===== src/rtl/reset_sequencer.sv =====
module reset_sequencer #(
  parameter int AW = 32,
  parameter int DW = 32,
  parameter int MIN_LOW = 20,
  parameter logic [AW-1:0] POR_VEC = '0,
  parameter logic [AW-1:0] MAN_VEC = AW'(8)
) (
  input  logic          clk,
  input  logic          sys_rst_n,
  input  logic          pwr_rst_n,
  input  logic          man_rst_n,
  input  logic          wdt_ovf,
  input  logic          wdt_kind,
  output logic          mem_req,
  output logic [AW-1:0] mem_addr,
  input  logic          mem_ready,
  input  logic [DW-1:0] mem_rdata,
  output logic          cpu_rst,
  output logic          periph_rst,
  output logic          port_rst,
  output logic          cpu_run,
  output logic          seq_done,
  output logic [DW-1:0] pc_init,
  output logic [DW-1:0] sp_init,
  output logic [DW-1:0] vbr_init,
  output logic [3:0]    sr_imask,
  output logic          stat_por,
  output logic          stat_wdt
);
  localparam int CW = $clog2(MIN_LOW + 1);

  typedef enum logic [2:0] {S_OFF, S_HOLD, S_PC, S_SP, S_INIT, S_RUN} st_t;

  st_t st, nxt;
  logic [CW-1:0] lowcnt;
  logic kind_por, kind_wdt, nk_por, nk_wdt;
  logic por_now, man_now, wdt_now;

  assign por_now = !pwr_rst_n && (lowcnt >= CW'(MIN_LOW - 1));
  assign man_now = pwr_rst_n && !man_rst_n;
  assign wdt_now = pwr_rst_n && man_rst_n && wdt_ovf;

  always_comb begin
    nxt = st;
    nk_por = kind_por;
    nk_wdt = kind_wdt;
    case (st)
      S_OFF: if (por_now) begin nxt = S_HOLD; nk_por = 1'b1; nk_wdt = 1'b0; end
      S_HOLD: begin
        if (kind_por) begin
          if (pwr_rst_n) nxt = S_PC;
        end else if (por_now) begin
          nk_por = 1'b1;
          nk_wdt = 1'b0;
        end else if (pwr_rst_n && man_rst_n) begin
          nxt = S_PC;
        end
      end
      default: begin
        if (por_now) begin
          nxt = S_HOLD; nk_por = 1'b1; nk_wdt = 1'b0;
        end else if (man_now) begin
          nxt = S_HOLD; nk_por = 1'b0; nk_wdt = 1'b0;
        end else if (wdt_now) begin
          nxt = S_PC; nk_por = wdt_kind; nk_wdt = 1'b1;
        end else begin
          case (st)
            S_PC:   if (mem_ready) nxt = S_SP;
            S_SP:   if (mem_ready) nxt = S_INIT;
            S_INIT: nxt = S_RUN;
            default: nxt = st;
          endcase
        end
      end
    endcase
  end

  always_ff @(posedge clk or negedge sys_rst_n) begin
    if (!sys_rst_n) begin
      st <= S_OFF;
      lowcnt <= '0;
      kind_por <= 1'b1;
      kind_wdt <= 1'b0;
      pc_init <= '0;
      sp_init <= '0;
      vbr_init <= '1;
      sr_imask <= '0;
      seq_done <= 1'b0;
    end else begin
      st <= nxt;
      kind_por <= nk_por;
      kind_wdt <= nk_wdt;
      if (pwr_rst_n) lowcnt <= '0;
      else if (lowcnt != CW'(MIN_LOW)) lowcnt <= lowcnt + 1'b1;
      if (st == S_PC && nxt == S_SP) pc_init <= mem_rdata;
      if (st == S_SP && nxt == S_INIT) sp_init <= mem_rdata;
      if (st == S_INIT && nxt == S_RUN) begin
        vbr_init <= '0;
        sr_imask <= 4'hF;
      end
      seq_done <= (st == S_INIT) && (nxt == S_RUN);
    end
  end

  assign mem_req = (st == S_PC) || (st == S_SP);
  assign mem_addr = (kind_por ? POR_VEC : MAN_VEC) + ((st == S_SP) ? AW'(4) : '0);
  assign cpu_run = (st == S_RUN);
  assign cpu_rst = !cpu_run;
  assign periph_rst = cpu_rst && kind_por;
  assign port_rst = cpu_rst && kind_por;
  assign stat_por = kind_por;
  assign stat_wdt = kind_wdt;

  a_r7_req_held: assert property (@(posedge clk) disable iff (!sys_rst_n)
    (mem_req && !mem_ready && pwr_rst_n && man_rst_n && !wdt_ovf) |=> (mem_req && $stable(mem_addr)));

  a_r8_init_values: assert property (@(posedge clk) disable iff (!sys_rst_n)
    $rose(cpu_run) |-> (vbr_init == '0 && sr_imask == 4'hF && seq_done));

  a_r8_done_once: assert property (@(posedge clk) disable iff (!sys_rst_n)
    seq_done |=> !seq_done);

  a_r11_man_halts: assert property (@(posedge clk) disable iff (!sys_rst_n)
    (cpu_run && pwr_rst_n && !man_rst_n) |=> (!cpu_run && !periph_rst));

  a_r6_wdt_starts: assert property (@(posedge clk) disable iff (!sys_rst_n)
    (cpu_run && pwr_rst_n && man_rst_n && wdt_ovf) |=> (mem_req && stat_wdt && stat_por == $past(wdt_kind)));

  a_r4_por_over_man: assert property (@(posedge clk) disable iff (!sys_rst_n)
    (st == S_HOLD && !pwr_rst_n && lowcnt == CW'(MIN_LOW - 1)) |=> (periph_rst && port_rst && cpu_rst));
endmodule


===== config.mk =====
export PLATFORM = sky130hd
export DESIGN_NAME = reset_sequencer
export DESIGN_NICKNAME = d
export VERILOG_FILES = /design/src/rtl/reset_sequencer.sv
export SDC_FILE = /design/constraint.sdc
export NUM_CORES = 1
export LEC_CHECK = 0
export BUFFER_PORTS_ARGS = -buffer_cell sky130_fd_sc_hd__buf_2
export CORE_MARGIN = 2
export CORE_UTILIZATION = 47
export CTS_CLUSTER_SIZE = 20
export DETAILED_ROUTE_END_ITERATION = 12
export PLACE_DENSITY = 0.81
export SYNTH_ARGS = -nofsm -noshare
export SYNTH_HDL_FRONTEND = slang
export SYNTH_SLANG_ARGS = --single-unit

===== constraint.sdc =====
create_clock -name clk -period 2.8 [get_ports clk]
set_input_delay 0.28 -clock clk [delete_from_list [all_inputs] [get_ports clk]]
set_output_delay 0.28 -clock clk [all_outputs]
set_load 0.01 [all_outputs]

==> results.md <==
- The count of unique library cells instantiated by Yosys is 38.
- The critical path class is flip-flop to flip-flop.
- The number of levels the H-tree was split into is 3.
- The layout net count is 439.
- The power share of the combinational group is 29.3%.
- The tree is rooted in a clkbuf_8.
- The library cell contributing the largest single delay on the critical path is or4_4.
- The routed length on met1 is ~3000 um.
- The maximum number of pins on one net before global-route repair is 78.
- The final critical-path share of the clock period is 94.05%.
- The highest achievable clock rate is about 380 MHz.
- The clock transition at the registers of the reported paths is roughly 90 ps.
- The number of buffers added on ports is about 150.
- The routed length on met3 is roughly 390 um.
- The repair_antennas step left the layout with diodes totalling 0.
- The flow ran to the end, and the final reports show no timing, DRC or antenna violations.
- After filler insertion, the fill cell instance count of the layout stands at 649.
- Synthesis produced approximately 280 cells.
- Max-cap violations in this run came to 0.
- The routed layout has ~2,300 vias.
- The worst clock skew is between 10 and 15 ps.
- The first global-routing pass estimated 10,850 um of wire.
- The number of global-route vias before repair is 2,172.
- The post-cts repair resize count is 0.
- TritonCTS built the clock tree.
- The count of placed standard cells in the final layout, fillers left out is about 500.
- The worst hold path belongs to the class input port to async pin.
- The total global-route track usage is 15.79%.
- The worst register-to-register path has a setup slack of 170 ps.
- The final estimated routing congestion in global placement is between 0.8 and 0.9.
- Summed over all nets, the switching power comes to between 1 and 1.5 mW.
- The relative area change from synthesis to final layout is 16.64%.
- The routed design could run at a clock period as short as 2633 ps.
- The detail route stage leaves a number of antenna-violating nets equal to 0.
- The standard-cell row count is 32.
- Data on the critical path arrives at its endpoint at ~2900 ps.
- In this design, the stage delay of the slowest critical-path cell is approximately 840 ps.
- After detailed routing, the number of remaining DRC violations is 0.
- The signal on the critical path passes through ha_1 > nor3_2 > o2111ai_4 > or4_4 > mux2_4.
- The number of placed cells counting well taps is slightly below 500.
- The sequential fraction of design power is a little under half.
- The power share of the clock group is 24.5%.
- The total CTS buffers is 9.
- The number of cells on the worst reg-to-reg path is 5.
- A synthesized cell averages about 13 um^2.
- Buffers inserted to repair hold after CTS numbered 0.
- The floorplan core area is 0.007727 mm^2.
- The floorplan step set the die height to around 93 um.
- The cell area after synthesis is roughly 0.0038 mm^2.
- The first-pass iteration count of the detailed router is 4.
- Global routing finished with a remaining overflow of 0.
- The area of combinational cells with multiple inputs is 0.001349 mm^2.
- The startpoint identified for the worst register-to-register timing path is lowcnt[0]$_DFFE_PN0P_.
- The internal power consumption is between 2 and 2.5 mW.
- The average wire per standard cell is 14.05 um.
- The hold violation count in the final report came to 0.
- The number of buffers added for setup after CTS is 0.
- The width of the chip is between 90 and 100 um.
- The total die area is a little under 0.009 mm^2.
- The detailed router used layers up to and including met4.
- Setup repair after global routing left no endpoint under its margin.
- The clock drives 77 sinks.
- The total I/O pin count is between 150 and 200.
- Setup violations remaining at the end of the flow were counted as 0.
- The power per cell area is 749.3 mW/mm^2.
- The reg-to-reg endpoint is sp_init[8]$_DFFE_PN0P_.
- The max-slew violation count is 0.
- The leakage power is 2.582 nW.
- The aggregate negative setup slack is 0 ps.
- The fraction of power spent switching nets is 31.38%.
- The final-layout worst hold slack is 73.37 ps.
- Detailed placement ended at an HPWL of approximately 5000 um.
- The iteration-0 DRC count of the detailed router is between 50 and 60.
- The insertion delay of the later-clocked pin in the worst-skew pair is between 300 and 400 ps.
- Data on the critical path is required at its endpoint by between 3000 and 4000 ps.
- The vias per cell is 4.657.
- Summed over all layers, the routed wires come to roughly 7100 um.
- After synthesis, flip-flops and latches occupy about 50% of the total area.
- In this run the tightest slew margin relative to its limit is 36.31%.
- The flop and latch count out of synthesis is 77.
- The initial standard-cell utilization of the core is around half.
- The Yosys step of the flow raised 0 warnings.
- Along the worst path, the maximum fanout reaches 32.
- The endpoint type of the worst setup path is a flip-flop.
- The met2 wirelength from detailed routing is around 3600 um.
- The worst setup path is launched from a flip-flop.
- For the pin with the worst max-slew slack, the measured transition is 955.3 ps.
- The number of buffers on the longest clock path is 2.
- The sequential standard cell area is a little under 0.002 mm^2.
- The peak supply drop is about 0.3 mV.
- The fraction of layout cells with a size suffix above 1 is 58.71%.
- The initial antenna violation count is 0.
-- cell families after synthesis --
group	synth area share, %
XOR/XNOR	0.7006
flip-flops	51.43
adder cells (fa/ha/maj)	0.6670
buffers and inverters	15.74
AO/OA/AOI/OAI	3.302
AND/OR/NAND/NOR	5.837
other	0.09997
multiplexers	22.21
-- how the worst max path moves through the flow --
stage | startpoint | end | slack, ps | cells past startpoint
detailed placement | lowcnt[0]$_DFFE_PN0P_ | sp_init[12]$_DFFE_PN0P_ | 200 | 5
floorplan | lowcnt[0]$_DFFE_PN0P_ | sp_init[0]$_DFFE_PN0P_ | 470 | 7
CTS | lowcnt[0]$_DFFE_PN0P_ | sp_init[12]$_DFFE_PN0P_ | 170 | 5
global placement | lowcnt[0]$_DFFE_PN0P_ | sp_init[15]$_DFFE_PN0P_ | 270 | 5
finish | lowcnt[0]$_DFFE_PN0P_ | sp_init[8]$_DFFE_PN0P_ | 170 | 5
global route | lowcnt[0]$_DFFE_PN0P_ | sp_init[19]$_DFFE_PN0P_ | 60 | 5
-- layout by cell type, fill, tap and decap left out, types with 2 or more instances in the layout --
cell type  count
a21oi_1        5
a31oi_1        2
buf_2        147
buf_4          3
clkbuf_8       9
clkinv_2       2
clkinv_4       2
conb_1        30
dfrtp_1       75
dfstp_2        2
ha_1           2
inv_1          6
mux2_1         2
mux2_2        32
mux2_4        30
nand2_1        6
nand2b_1       5
nand3_1        2
nand4b_1       2
nor2_1         9
nor2b_1        2
nor3_1         4
o22ai_1        2
or2_2          3
xnor2_1        2
-- per-stage QoR --
step / setup WS, ps / util [%] / instance area, um^2 / power (mW)
floorplan: 466.6 / - / 3860 / 2.163
global placement: 269.6 / 54.18 / 4187 / 2.460
detailed placement: 202.4 / 54.18 / 4187 / 2.500
CTS: 172.4 / 56.62 / 4375 / 3.321
global route: 55.13 / 56.62 / 4375 / 3.475
finish: 166.7 / 56.62 / 4375 / 3.278
-- synthesized netlist by cell type, drive strengths merged --
library cell / n / area share (%)
inv: 6 / 0.60
nor4: 2 / 0.50
a221oi: 1 / 0.23
mux2: 64 / 22
a221o: 1 / 0.27
o211ai: 1 / 0.20
or4: 1 / 0.30
a21oi: 5 / 0.67
a22o: 1 / 0.23
o2111ai: 1 / 0.70
and2: 1 / 0.17
dfstp: 2 / 1.4
conb: 1 / 0.10
nand4b: 2 / 0.47
nand3: 2 / 0.27
clkbuf: 2 / 0.20
or2: 3 / 0.50
o21ai: 1 / 0.13
a31oi: 2 / 0.33
xnor2: 2 / 0.47
ha: 2 / 0.67
dfrtp: 75 / 50
buf: 74 / 15
o22ai: 2 / 0.33
nand2: 6 / 0.60
and3: 1 / 0.17
nor2: 9 / 0.90
nor2b: 2 / 0.33
nor3: 5 / 0.80
nand2b: 5 / 0.83
xor2: 1 / 0.23
a211oi: 1 / 0.20
-- critical path: cells and delay by family (launching register included) --
family / cells / cell delay, ps
flops: 1 / 450
compound gates: 1 / 200
simple gates: 2 / 1140
mux: 1 / 400
fa+ha+maj: 1 / 270
-- power groups by stage --
stage	sequential (mW)	clock, mW	combinational, mW
after floorplan	1.61	0	0.558
after global placement	1.52	0	0.941
after detailed placement	1.53	0	0.969
after CTS	1.51	0.837	0.971
after global routing	1.55	0.885	1.04
final	1.51	0.805	0.960
-- cell type report --
cell class | count | share of cell area, %
inverters | 6 | 0.5147
repair buffers | 150 | 17.33
multi-input cells | 154 | 30.83
clock buffers | 9 | 2.831
clock inverters | 6 | 1.487
flip-flops and latches | 77 | 44.09
well taps | 102 | 2.917
-- metal layers --
metal  vias up  GRT usage [%]
li1       1096              -
met1      1148          20.60
met2        94          25.72
met3         9          3.143
met4         0          6.618
met5         -              0
-- sequential cells by signal, indices dropped and copies added, names as in the netlist --
name,count
sp_init,32
seq_done,1
vbr_init,1
sr_imask,1
st,3
stat_wdt,1
lowcnt,5
pc_init,32
stat_por,1
No activity file was read; power rests on OpenSTA's default activity.
